**src/rtl/dcc_pkg.sv**
```systemverilog
// Package: shared encodings for the DMA channel controller.
// Assumes: status and request share a 2-bit field; encodings are visible at ports.
package dcc_pkg;

    typedef enum logic [1:0] {
        ST_IDLE  = 2'd0,
        ST_PAUSE = 2'd1,
        ST_BUSY  = 2'd2
    } status_e;

    typedef enum logic [1:0] {
        RQ_NONE  = 2'd0,
        RQ_STOP  = 2'd1,
        RQ_PAUSE = 2'd2
    } req_e;

    typedef enum logic [2:0] {
        CMD_NONE   = 3'd0,
        CMD_CFG    = 3'd1,
        CMD_ISSUE  = 3'd2,
        CMD_PAUSE  = 3'd3,
        CMD_RESUME = 3'd4,
        CMD_TERM   = 3'd5
    } cmd_e;

    localparam int NUM_CMDS = 5;

endpackage

```
**src/rtl/dcc_cmd_select.sv**
```systemverilog
// Module: picks one command from the simultaneous command pulses.
// Order of service: terminate, pause, resume, issue, configure.
// Assumes: the pulses are synchronous to clk; purely combinational.
module dcc_cmd_select
    import dcc_pkg::*;
(
    input  logic [NUM_CMDS-1:0] cmd_vec_i,  // {term, pause, resume, issue, cfg}
    output cmd_e                sel_o,
    output logic                any_o
);

    localparam cmd_e SVC_ORDER [NUM_CMDS] = '{CMD_CFG, CMD_ISSUE, CMD_RESUME, CMD_PAUSE, CMD_TERM};

    // Highest bit index wins: scan upward so the last match overrides.
    always_comb begin
        sel_o = CMD_NONE;
        for (int k = 0; k < NUM_CMDS; k++) begin
            if (cmd_vec_i[k]) sel_o = SVC_ORDER[k];
        end
    end

    // Any command present at all.
    assign any_o = |cmd_vec_i;

endmodule

```
**src/rtl/dcc_chunk_ctr.sv**
```systemverilog
// Module: remaining-chunk counter.
// Loads count-1 on issue (the issue itself launches one chunk) and
// decrements on each later launch, saturating at zero.
// Assumes: load and dec are never high together.
module dcc_chunk_ctr #(
    parameter int CNT_W = 8
) (
    input  logic             clk,
    input  logic             rst_n,
    input  logic             load_i,
    input  logic [CNT_W-1:0] load_val_i,
    input  logic             dec_i,
    output logic             remain_o
);

    localparam logic [CNT_W-1:0] ONE = CNT_W'(1);

    logic [CNT_W-1:0] cnt_q;

    // Counter register: load, saturating decrement, hold.
    always_ff @(posedge clk) begin
        if (!rst_n) begin
            cnt_q <= '0;
        end else if (load_i) begin
            cnt_q <= (load_val_i == '0) ? '0 : load_val_i - ONE;
        end else if (dec_i && cnt_q != '0) begin
            cnt_q <= cnt_q - ONE;
        end
    end

    // Chunks still waiting to be launched.
    assign remain_o = (cnt_q != '0);

    // Decrement at zero must leave the count at zero.
    p_no_underflow_r14: assert property (@(posedge clk) disable iff (!rst_n)
        (dec_i && !load_i && cnt_q == '0) |=> (cnt_q == '0));

    // A plain decrement lowers the count by exactly one.
    p_dec_step_r8: assert property (@(posedge clk) disable iff (!rst_n)
        (dec_i && !load_i && cnt_q != '0) |=> (cnt_q == $past(cnt_q) - ONE));

endmodule

```
**src/rtl/dcc_ctrl_core.sv**
```systemverilog
// Module: channel state machine and registered response/pulse outputs.
// Events from the engine are applied first; a command that coincides with
// any event is rejected. All outputs are registered.
// Assumes: sel_i/any_i come from dcc_cmd_select; remain_i from the counter.
module dcc_ctrl_core
    import dcc_pkg::*;
#(
    parameter int CNT_W = 8
) (
    input  logic             clk,
    input  logic             rst_n,
    input  cmd_e             sel_i,
    input  logic             any_i,
    input  logic [CNT_W-1:0] chunk_cnt_i,
    input  logic             done_i,
    input  logic             abort_i,
    input  logic             eng_idle_i,
    input  logic             remain_i,
    output logic             ctr_load_o,
    output logic             ctr_dec_o,
    output logic             ack_o,
    output logic             nak_o,
    output logic             start_o,
    output logic             complete_o,
    output status_e          status_o,
    output req_e             request_o,
    output logic             configured_o
);

    status_e st_q, st_n;
    req_e    rq_q, rq_n;
    logic    cfg_q, cfg_n;
    logic    ack_n, nak_n, start_n, cmpl_n;
    logic    busy, evt_seen;

    assign busy     = (st_q == ST_BUSY);
    assign evt_seen = done_i | abort_i;

    // Next-state and pulse decisions: events first, then the chosen command.
    always_comb begin
        st_n       = st_q;
        rq_n       = rq_q;
        cfg_n      = cfg_q;
        ack_n      = 1'b0;
        nak_n      = 1'b0;
        start_n    = 1'b0;
        cmpl_n     = 1'b0;
        ctr_load_o = 1'b0;
        ctr_dec_o  = 1'b0;

        if (busy && abort_i) begin
            cmpl_n = 1'b1;
            rq_n   = RQ_NONE;
            st_n   = ST_IDLE;
        end else if (busy && done_i) begin
            case (rq_q)
                RQ_NONE: begin
                    if (remain_i) begin
                        start_n   = 1'b1;
                        ctr_dec_o = 1'b1;
                    end else begin
                        cmpl_n = 1'b1;
                        st_n   = ST_IDLE;
                    end
                end
                RQ_STOP: begin
                    cmpl_n = 1'b1;
                    rq_n   = RQ_NONE;
                    st_n   = ST_IDLE;
                end
                RQ_PAUSE: begin
                    rq_n = RQ_NONE;
                    st_n = ST_PAUSE;
                end
                default: ;
            endcase
        end

        if (any_i && evt_seen) begin
            nak_n = 1'b1;
        end else if (any_i) begin
            case (sel_i)
                CMD_CFG: begin
                    cfg_n = 1'b1;
                    ack_n = 1'b1;
                end
                CMD_ISSUE: begin
                    if (cfg_q && rq_q == RQ_NONE && st_q == ST_IDLE && chunk_cnt_i != '0) begin
                        st_n       = ST_BUSY;
                        start_n    = 1'b1;
                        ctr_load_o = 1'b1;
                        ack_n      = 1'b1;
                    end else begin
                        nak_n = 1'b1;
                    end
                end
                CMD_PAUSE: begin
                    if (cfg_q && busy && rq_q == RQ_NONE) begin
                        rq_n  = RQ_PAUSE;
                        ack_n = 1'b1;
                    end else begin
                        nak_n = 1'b1;
                    end
                end
                CMD_RESUME: begin
                    if (cfg_q && st_q == ST_PAUSE && rq_q == RQ_NONE) begin
                        st_n      = ST_BUSY;
                        start_n   = 1'b1;
                        ctr_dec_o = 1'b1;
                        ack_n     = 1'b1;
                    end else begin
                        nak_n = 1'b1;
                    end
                end
                CMD_TERM: begin
                    if (!cfg_q) begin
                        ack_n = 1'b1;
                    end else if (st_q == ST_PAUSE || st_q == ST_IDLE) begin
                        st_n  = ST_IDLE;
                        cfg_n = 1'b0;
                        ack_n = 1'b1;
                    end else if (eng_idle_i) begin
                        st_n  = ST_IDLE;
                        rq_n  = RQ_NONE;
                        cfg_n = 1'b0;
                        ack_n = 1'b1;
                    end else if (rq_q == RQ_STOP) begin
                        nak_n = 1'b1;
                    end else begin
                        rq_n  = RQ_STOP;
                        ack_n = 1'b1;
                    end
                end
                default: ;
            endcase
        end
    end

    // State and output registers.
    always_ff @(posedge clk) begin
        if (!rst_n) begin
            st_q       <= ST_IDLE;
            rq_q       <= RQ_NONE;
            cfg_q      <= 1'b0;
            ack_o      <= 1'b0;
            nak_o      <= 1'b0;
            start_o    <= 1'b0;
            complete_o <= 1'b0;
        end else begin
            st_q       <= st_n;
            rq_q       <= rq_n;
            cfg_q      <= cfg_n;
            ack_o      <= ack_n;
            nak_o      <= nak_n;
            start_o    <= start_n;
            complete_o <= cmpl_n;
        end
    end

    assign status_o     = st_q;
    assign request_o    = rq_q;
    assign configured_o = cfg_q;

    // Accept and reject never together.
    p_resp_excl_r3: assert property (@(posedge clk) disable iff (!rst_n)
        !(ack_o && nak_o));

    // A served command always yields a response on the next cycle.
    p_resp_follows_r3: assert property (@(posedge clk) disable iff (!rst_n)
        any_i |=> (ack_o || nak_o));

    // Status never takes the unused code.
    p_status_legal_r2: assert property (@(posedge clk) disable iff (!rst_n)
        st_q != 2'd3);

    // A launched chunk always leaves the channel busy.
    p_start_busy_r5: assert property (@(posedge clk) disable iff (!rst_n)
        start_o |-> (st_q == ST_BUSY));

    // Completion always leaves the channel idle.
    p_cmpl_idle_r10: assert property (@(posedge clk) disable iff (!rst_n)
        complete_o |-> (st_q == ST_IDLE));

    // A pending request exists only while busy.
    p_req_busy_r9: assert property (@(posedge clk) disable iff (!rst_n)
        (rq_q != RQ_NONE) |-> (st_q == ST_BUSY));

    // Configured flag drops only after a terminate was selected.
    p_cfg_drop_r11: assert property (@(posedge clk) disable iff (!rst_n)
        $fell(cfg_q) |-> $past(sel_i == CMD_TERM));

    // An event on the same cycle as a command forces a reject.
    p_evt_prio_r13: assert property (@(posedge clk) disable iff (!rst_n)
        (any_i && (done_i || abort_i)) |=> nak_o);

endmodule

```
**src/rtl/dma_chan_ctrl.sv**
```systemverilog
// Module: top of the DMA channel pause/stop controller.
// Wires the command selector, the chunk counter and the state core.
// Assumes: all inputs synchronous to clk; reset is synchronous, active low.
module dma_chan_ctrl
    import dcc_pkg::*;
#(
    parameter int CNT_W = 8
) (
    input  logic             clk,
    input  logic             rst_n,
    input  logic             cfg_i,
    input  logic             issue_i,
    input  logic             pause_i,
    input  logic             resume_i,
    input  logic             term_i,
    input  logic [CNT_W-1:0] chunk_cnt_i,
    input  logic             done_i,
    input  logic             abort_i,
    input  logic             eng_idle_i,
    output logic             ack_o,
    output logic             nak_o,
    output logic             start_o,
    output logic             complete_o,
    output logic [1:0]       status_o,
    output logic [1:0]       request_o,
    output logic             configured_o
);

    cmd_e    sel;
    logic    cmd_any;
    logic    ctr_load, ctr_dec, remain;
    status_e st_w;
    req_e    rq_w;

    dcc_cmd_select u_sel (
        .cmd_vec_i ({term_i, pause_i, resume_i, issue_i, cfg_i}),
        .sel_o     (sel),
        .any_o     (cmd_any)
    );

    dcc_chunk_ctr #(.CNT_W(CNT_W)) u_ctr (
        .clk        (clk),
        .rst_n      (rst_n),
        .load_i     (ctr_load),
        .load_val_i (chunk_cnt_i),
        .dec_i      (ctr_dec),
        .remain_o   (remain)
    );

    dcc_ctrl_core #(.CNT_W(CNT_W)) u_core (
        .clk          (clk),
        .rst_n        (rst_n),
        .sel_i        (sel),
        .any_i        (cmd_any),
        .chunk_cnt_i  (chunk_cnt_i),
        .done_i       (done_i),
        .abort_i      (abort_i),
        .eng_idle_i   (eng_idle_i),
        .remain_i     (remain),
        .ctr_load_o   (ctr_load),
        .ctr_dec_o    (ctr_dec),
        .ack_o        (ack_o),
        .nak_o        (nak_o),
        .start_o      (start_o),
        .complete_o   (complete_o),
        .status_o     (st_w),
        .request_o    (rq_w),
        .configured_o (configured_o)
    );

    assign status_o  = st_w;
    assign request_o = rq_w;

endmodule

```
**config.mk**
```make
export PLATFORM = sky130hd
export DESIGN_NAME = dma_chan_ctrl
export DESIGN_NICKNAME = d
export VERILOG_FILES = /design/src/rtl/dcc_pkg.sv /design/src/rtl/dcc_cmd_select.sv /design/src/rtl/dcc_chunk_ctr.sv /design/src/rtl/dcc_ctrl_core.sv /design/src/rtl/dma_chan_ctrl.sv
export SDC_FILE = /design/constraint.sdc
export NUM_CORES = 1
export LEC_CHECK = 0
export BUFFER_PORTS_ARGS = -buffer_cell sky130_fd_sc_hd__buf_2
export CAP_MARGIN = 20
export CELL_PAD_IN_SITES_DETAIL_PLACEMENT = 0
export CELL_PAD_IN_SITES_GLOBAL_PLACEMENT = 1
export CORE_ASPECT_RATIO = 1.75
export CORE_MARGIN = 3
export CORE_UTILIZATION = 40
export CTS_BUF_LIST = sky130_fd_sc_hd__clkbuf_16
export DETAILED_ROUTE_END_ITERATION = 10
export GPL_TIMING_DRIVEN = 0
export PLACE_DENSITY_LB_ADDON = 0.08
export SLEW_MARGIN = 20
export SYNTH_ARGS = -nofsm -noshare
export SYNTH_HDL_FRONTEND = slang
export SYNTH_HIERARCHICAL = 1
export SYNTH_SLANG_ARGS = --single-unit
```
**constraint.sdc**
```tcl
create_clock -name clk -period 2.9 [get_ports clk]
set_input_delay 0.58 -clock clk [delete_from_list [all_inputs] [get_ports clk]]
set_output_delay 0.58 -clock clk [all_outputs]
set_load 0.05 [all_outputs]
```
## Word-level counts from Yosys, hierarchy flattened

Cells that the tools add are included.

- Register bits: 17
- Input port bits: 18

- $add $sub $neg: 2
- Eq/ne operators: 9
- Mux-type cells: 72
- Bitwise logic cells: 4
- Reductions and logical operators: 23

Operators with widths:

| cell | number |
|---|---|
| 2-bit 2-to-1 mux | 21 |
| 1-bit 2-to-1 mux | 37 |
| 8-bit 2-to-1 mux | 3 |
| 8-bit nonzero test | 2 |
| 8-bit by 1-bit subtractor with 8-bit output, second input constant | 2 |
| 2-bit one-hot mux with 3 select lines | 2 |
| 1-bit logical AND | 11 |
| 3-bit 2-to-1 mux | 3 |
| 8-bit logical NOT | 1 |
| 3-bit by 2-bit == test with 1-bit output, second input constant | 2 |
| 3-bit == test, second input constant | 2 |
| 1-bit one-hot mux with 2 select lines | 3 |
| 1-bit one-hot mux with 5 select lines | 1 |
| 5-bit OR reduction | 1 |
| 2-bit by 1-bit == test with 1-bit output, second input constant | 2 |
| 2-bit == test, second input constant | 2 |
| 2-bit logical NOT | 2 |
| 1-bit one-hot mux with 4 select lines | 1 |
| 2-bit one-hot mux with 2 select lines | 1 |
| 2-bit nonzero test | 2 |
| 3-bit by 1-bit == test with 1-bit output, second input constant | 1 |
| 1-bit NOT | 3 |
| 3-bit AND reduction | 1 |
| 3-bit OR reduction | 1 |
| other kinds (3) | 3 |

## Longest topological paths before layout

- Depth in word-level cells: 12
- Gate-level depth with buffers: 11
- Gate-level depth less buffers: 11

## Cells and area by module

Netlist, hierarchy kept.

Modules (own cells, without submodules):

| module | times used | cells each | area an instance (µm²) |
|---|---|---|---|
| dcc_ctrl_core | 1 | 85 | 681.9 |
| dcc_chunk_ctr | 1 | 80 | 653.1 |
| dcc_cmd_select | 1 | 7 | 50.0 |

## Worst setup path before layout

OpenSTA, ideal clock, no wires.

- Path type: input-to-reg
- Start: in issue_i
- End: reg u_ctr.cnt_q[4]
- Arrival time: 2.440 ns
- Data required time: 2.784 ns
- Setup slack: 0.344 ns
- Stages on the path: 9
- Buffers on the path: 0
- Cells stage by stage: nor2_2 -> or4b_1 -> nor3b_1 -> nor3b_2 -> a21o_2 -> and4bb_2 -> nor2b_1 -> a211o_1 -> and3_1

- Elaborated cells on any way between the ends: 17
- Those cells by class: 2 x eq/ne; 11 x mux; 4 x reduce/logical

RTL lines:

| item | line | source |
|---|---|---|
| start, declared | dma_chan_ctrl.sv:12 | `input logic issue_i,` |
| 5-bit OR reduction * | dcc_cmd_select.sv:23 | `assign any_o = \|cmd_vec_i;` |
| named net cmd_any | dma_chan_ctrl.sv:30 | `logic cmd_any;` |
| 1-bit 2-to-1 mux / 1-bit logical AND (equally long branches) | dcc_ctrl_core.sv:81, dcc_ctrl_core.sv:79 |  |
| 1-bit 2-to-1 mux * | dcc_ctrl_core.sv:79 | `if (any_i && evt_seen) begin` |
| named net ctr_dec | dma_chan_ctrl.sv:31 | `logic ctr_load, ctr_dec, remain;` |
| 1-bit logical AND * | dcc_chunk_ctr.sv:26 | `end else if (dec_i && cnt_q != '0) begin` |
| 2-bit nonzero test (no line) * | n/a |  |
| end signal, assigned | dcc_chunk_ctr.sv:25 | `cnt_q <= (load_val_i == '0) ? '0 : load_val_i - ONE;` |
| end signal, assigned | dcc_chunk_ctr.sv:27 | `cnt_q <= cnt_q - ONE;` |
| end, declared | dcc_chunk_ctr.sv:18 | `logic [CNT_W-1:0] cnt_q;` |

The timed path passes the listed nets; every way through them passes the cells marked *.
A chain may end at the register's enable or synchronous reset.

## Worst setup path in the final report

- Start: in resume_i
- End: reg u_ctr.cnt_q[1]

- Elaborated cells on any way between the ends: 16
- Those cells by class: 2 x eq/ne; 10 x mux; 4 x reduce/logical

RTL lines:

| item | line | source |
|---|---|---|
| start, declared | dma_chan_ctrl.sv:14 | `input logic resume_i,` |
| 3-bit 2-to-1 mux * (3 in a row) | dcc_cmd_select.sv:18 | `if (cmd_vec_i[k]) sel_o = SVC_ORDER[k];` |
| named net sel[1] | dma_chan_ctrl.sv:29 | `cmd_e sel;` |
| 3-bit by 2-bit == test with 1-bit output * | dcc_ctrl_core.sv:82 | `case (sel_i)` |
| 1-bit 2-to-1 mux * | dcc_ctrl_core.sv:82 |  |
| 1-bit 2-to-1 mux * | dcc_ctrl_core.sv:81 | `end else if (any_i) begin` |
| 1-bit 2-to-1 mux * | dcc_ctrl_core.sv:79 |  |
| named net ctr_load | dma_chan_ctrl.sv:31 |  |
| 8-bit 2-to-1 mux / 2-bit nonzero test (equally long branches) | n/a |  |

Marked as above.

==> impl_metrics.toml <==
[run_status]
outcome = "finished, final reports clean"

[job]
drv_cap = 0

[floorplanning]
io_pins = 27
core_um2 = 3240
die_area_um2 = 4230
initial_utilization_pct = 42.7
die_width_um = 50.5
die_y_um = 83.8
rows = 27

[synthesis]
synth_cell_type_count = 63
synth_xor_area_share_pct = 1.90
yosysSeqAreaShare_pct = 24.6
synth_fa_ha_area_share_pct = 3.61
yosys.area.top_type = "dfxtp_1"
syn_inst = 172
async_flop_share_pct = 0
ys_ff_latch = 17
synth_edf_count = 0
muxShareOfSynthArea_pct = 2.17
synth_compound_gate_area_share_pct = 29.0
synthTopCellsByArea = "dfxtp_1, a21oi_1, o21ai_0"
synth_top_area_share_pct = 24.6
syn_area_um2 = 1390
synth_top_family_by_area = "simple AND/OR/NAND/NOR gates"
syn_avg_cell_area_um2 = 8.05
yosys.area_share.simple_pct = 33.9
yosys_warnings = 6
synth_nets = 194
synth_flop_cell = "dfxtp_1"

[placement]
placed_area_um2 = 1570
dp_hpwl_mm = 3.06
portBuffers = 26
gp_congestion = 0.827
pre_cts_slack_ns = -0.0934
dp.cells = 241

[setup_path]
critPathLaunchType = "input pin"
crit_path_frequent_cell = "buf_2"
end_kind = "register"
cp_max_fo = 10
crit_arrival_ns = 2.86
cp_slowest_cell = "clkbuf_1"
critPathKind = "in -> reg"
max_stage_delay_ns = 0.34
cp.required_ns = 3.10
worstPathCellList = "buf_2 > or2b_1 > a21oi_1 > buf_2 > or2b_2 > a211oi_1 > and2_2 > clkbuf_1 > or2_1 > o221a_2"
crit_family = "simple AND/OR/NAND/NOR gates"
worst-path-buf-inv = 3

[clocking]
cts-resized-gates = 0
post_cts_buffers = 0
cts_buffers = 3
cts_sinks = 17
cts_buffer_depth = 2
cts_tree = "yes"
root_buffer = "clkbuf_16"
clkSlewWorstSetupHoldPaths_ns = 0.05
cts_hold_buf = 0
clock_latency_ns = 0.25
h-tree-depth = 1

[power_and_ir_drop]
power_per_cell_area_nw_per_um2 = 365
ir_drop_mv = 0.218
cellLeakagePower_nw = 0.708
finalPower_uw = 605

[grt]
antenna_found_initial = 0
grtUsageTotal_pct = 19.2
grt_max_degree = 11
grt_pass1_vias = 1440
grt_pass1_wl_mm = 6.33
grt-ovfl-total = 0

[sta]
rsz0062_at_grt = "false"
slew_headroom_pct = 66.7
worst_pin_slew_ns = 0.499
worst_slack_ns = 0.234
hold_viol_final = 0
fmax_ghz = 0.375
finClkSkew_ns = 0.00211
setup_viol = 0
layout_min_cycle_time_ns = 2.67
whs_ns = 0.592
period_share_pct = 91.9
drv_slew = 0

[final_layout]
diodes = 0
regArea_um2 = 340
nNetsFinal = 225
fin_cells = 245
drive_gt1_share_pct = 29.2
final_cell_mix = "buf_2, dfxtp_1, a21oi_1"
fillerInstances = 340
multi_input_area_um2 = 986
final_common_cell = "buf_2"
final_area_um2 = 1660
syn2layout_area_growth_pct = 19.7

[route]
wirelength_mm = 3.86
drcViolationCount = 0
wl_per_cell_um = 15.7
ant_nets = 0
vias = 1470
first_iter_violations = 35
dr.pass1.iters = 4
route.detailed.vias_per_inst = 6.00

[hold_path]
hp-class = "reg -> reg"
[per-layer routing]
| metal | vias to the layer above | track usage [%] | share of wire, % |
|---|---|---|---|
| met1 | 701 | 18.7 | 36 |
| met3 | 19 | 2.50 | 2.8 |
| met5 | - | 0 | 0 |
| met4 | 0 | 13.7 | 5.8 |
| li1 | 715 | - | - |
| met2 | 35 | 35.2 | 55 |
[Yosys cell counts (all sizes together), types with 3 or more instances]
master,number
o21ai,13
dfxtp,17
nor2,11
nor2b,6
nor3,4
nand2,11
buf,3
a21oi,13
nand3,5
or4,3
a211o,3
mux2i,3
and3,3
nor3b,4
ha,4
o221a,5
inv,10
nor4,4
xnor2,3
a31oi,5
[per-stage QoR]
stage | utilization (%) | setup TNS (ns)
after floorplan | - | 0
after global placement | 48.4 | -0.0490
after detailed placement | 48.4 | -0.327
after CTS | 50.8 | 0
after global routing | 51.1 | 0
final | 51.1 | 0
[where the power goes]
| part | leakage, nW | internal, mW | switching (mW) |
|---|---|---|---|
| clock network | 0.0409 | 0.185 | 0.0996 |
| logic | 0.530 | 0.0316 | 0.0518 |
| registers | 0.137 | 0.236 | 0.00112 |
| total | 0.708 | 0.452 | 0.153 |
[registers in the layout (all words and copies together), names as in the netlist]
register / count
u_core/configured_o: 1
u_core/request_o: 2
u_core/ack_o: 1
u_core/complete_o: 1
u_core/status_o: 2
u_ctr/cnt_q: 8
u_core/start_o: 1
u_core/nak_o: 1
[cell type report]
class | count | area share (%)
Clock inverter | 1 | 0.302
Timing Repair Buffer | 26 | 7.85
Buffer | 5 | 1.81
Tap cell | 43 | 3.25
Clock buffer | 3 | 4.53
Multi-Input combinational cell | 140 | 59.5
Inverter | 10 | 2.26
Sequential cell | 17 | 20.5
[cell families after synthesis]
group	after synthesis
simple gates	73
compound gates	57
flops	17
buf+inv	15
fa+ha+maj	4
xor+xnor	3
mux	3
[worst reg2reg max path, delay by kind of cell, from the launching register on]
family	cells	cell delay, ns
AO/OA/AOI/OAI	2	0.49
adder cells (fa/ha/maj)	1	0.15
buffers and inverters	1	0.10
flip-flops	1	0.36
AND/OR/NAND/NOR	7	1.43
[path summary, 6_finish.rpt]
check                           depth (start not counted)  slack (ns)                            from                             end
worst min register to register                          2        0.59  u_core/request_o[0]$_SDFF_PN0_  u_core/request_o[0]$_SDFF_PN0_
worst max-delay path                                   10        0.23                        resume_i     u_ctr/cnt_q[1]$_SDFFE_PN0P_
worst min-delay path                                    2        0.59  u_core/request_o[0]$_SDFF_PN0_  u_core/request_o[0]$_SDFF_PN0_
worst max register to register                         11        0.27     u_ctr/cnt_q[0]$_SDFFE_PN0P_     u_ctr/cnt_q[4]$_SDFFE_PN0P_
Power figures use the tool's default switching activity.
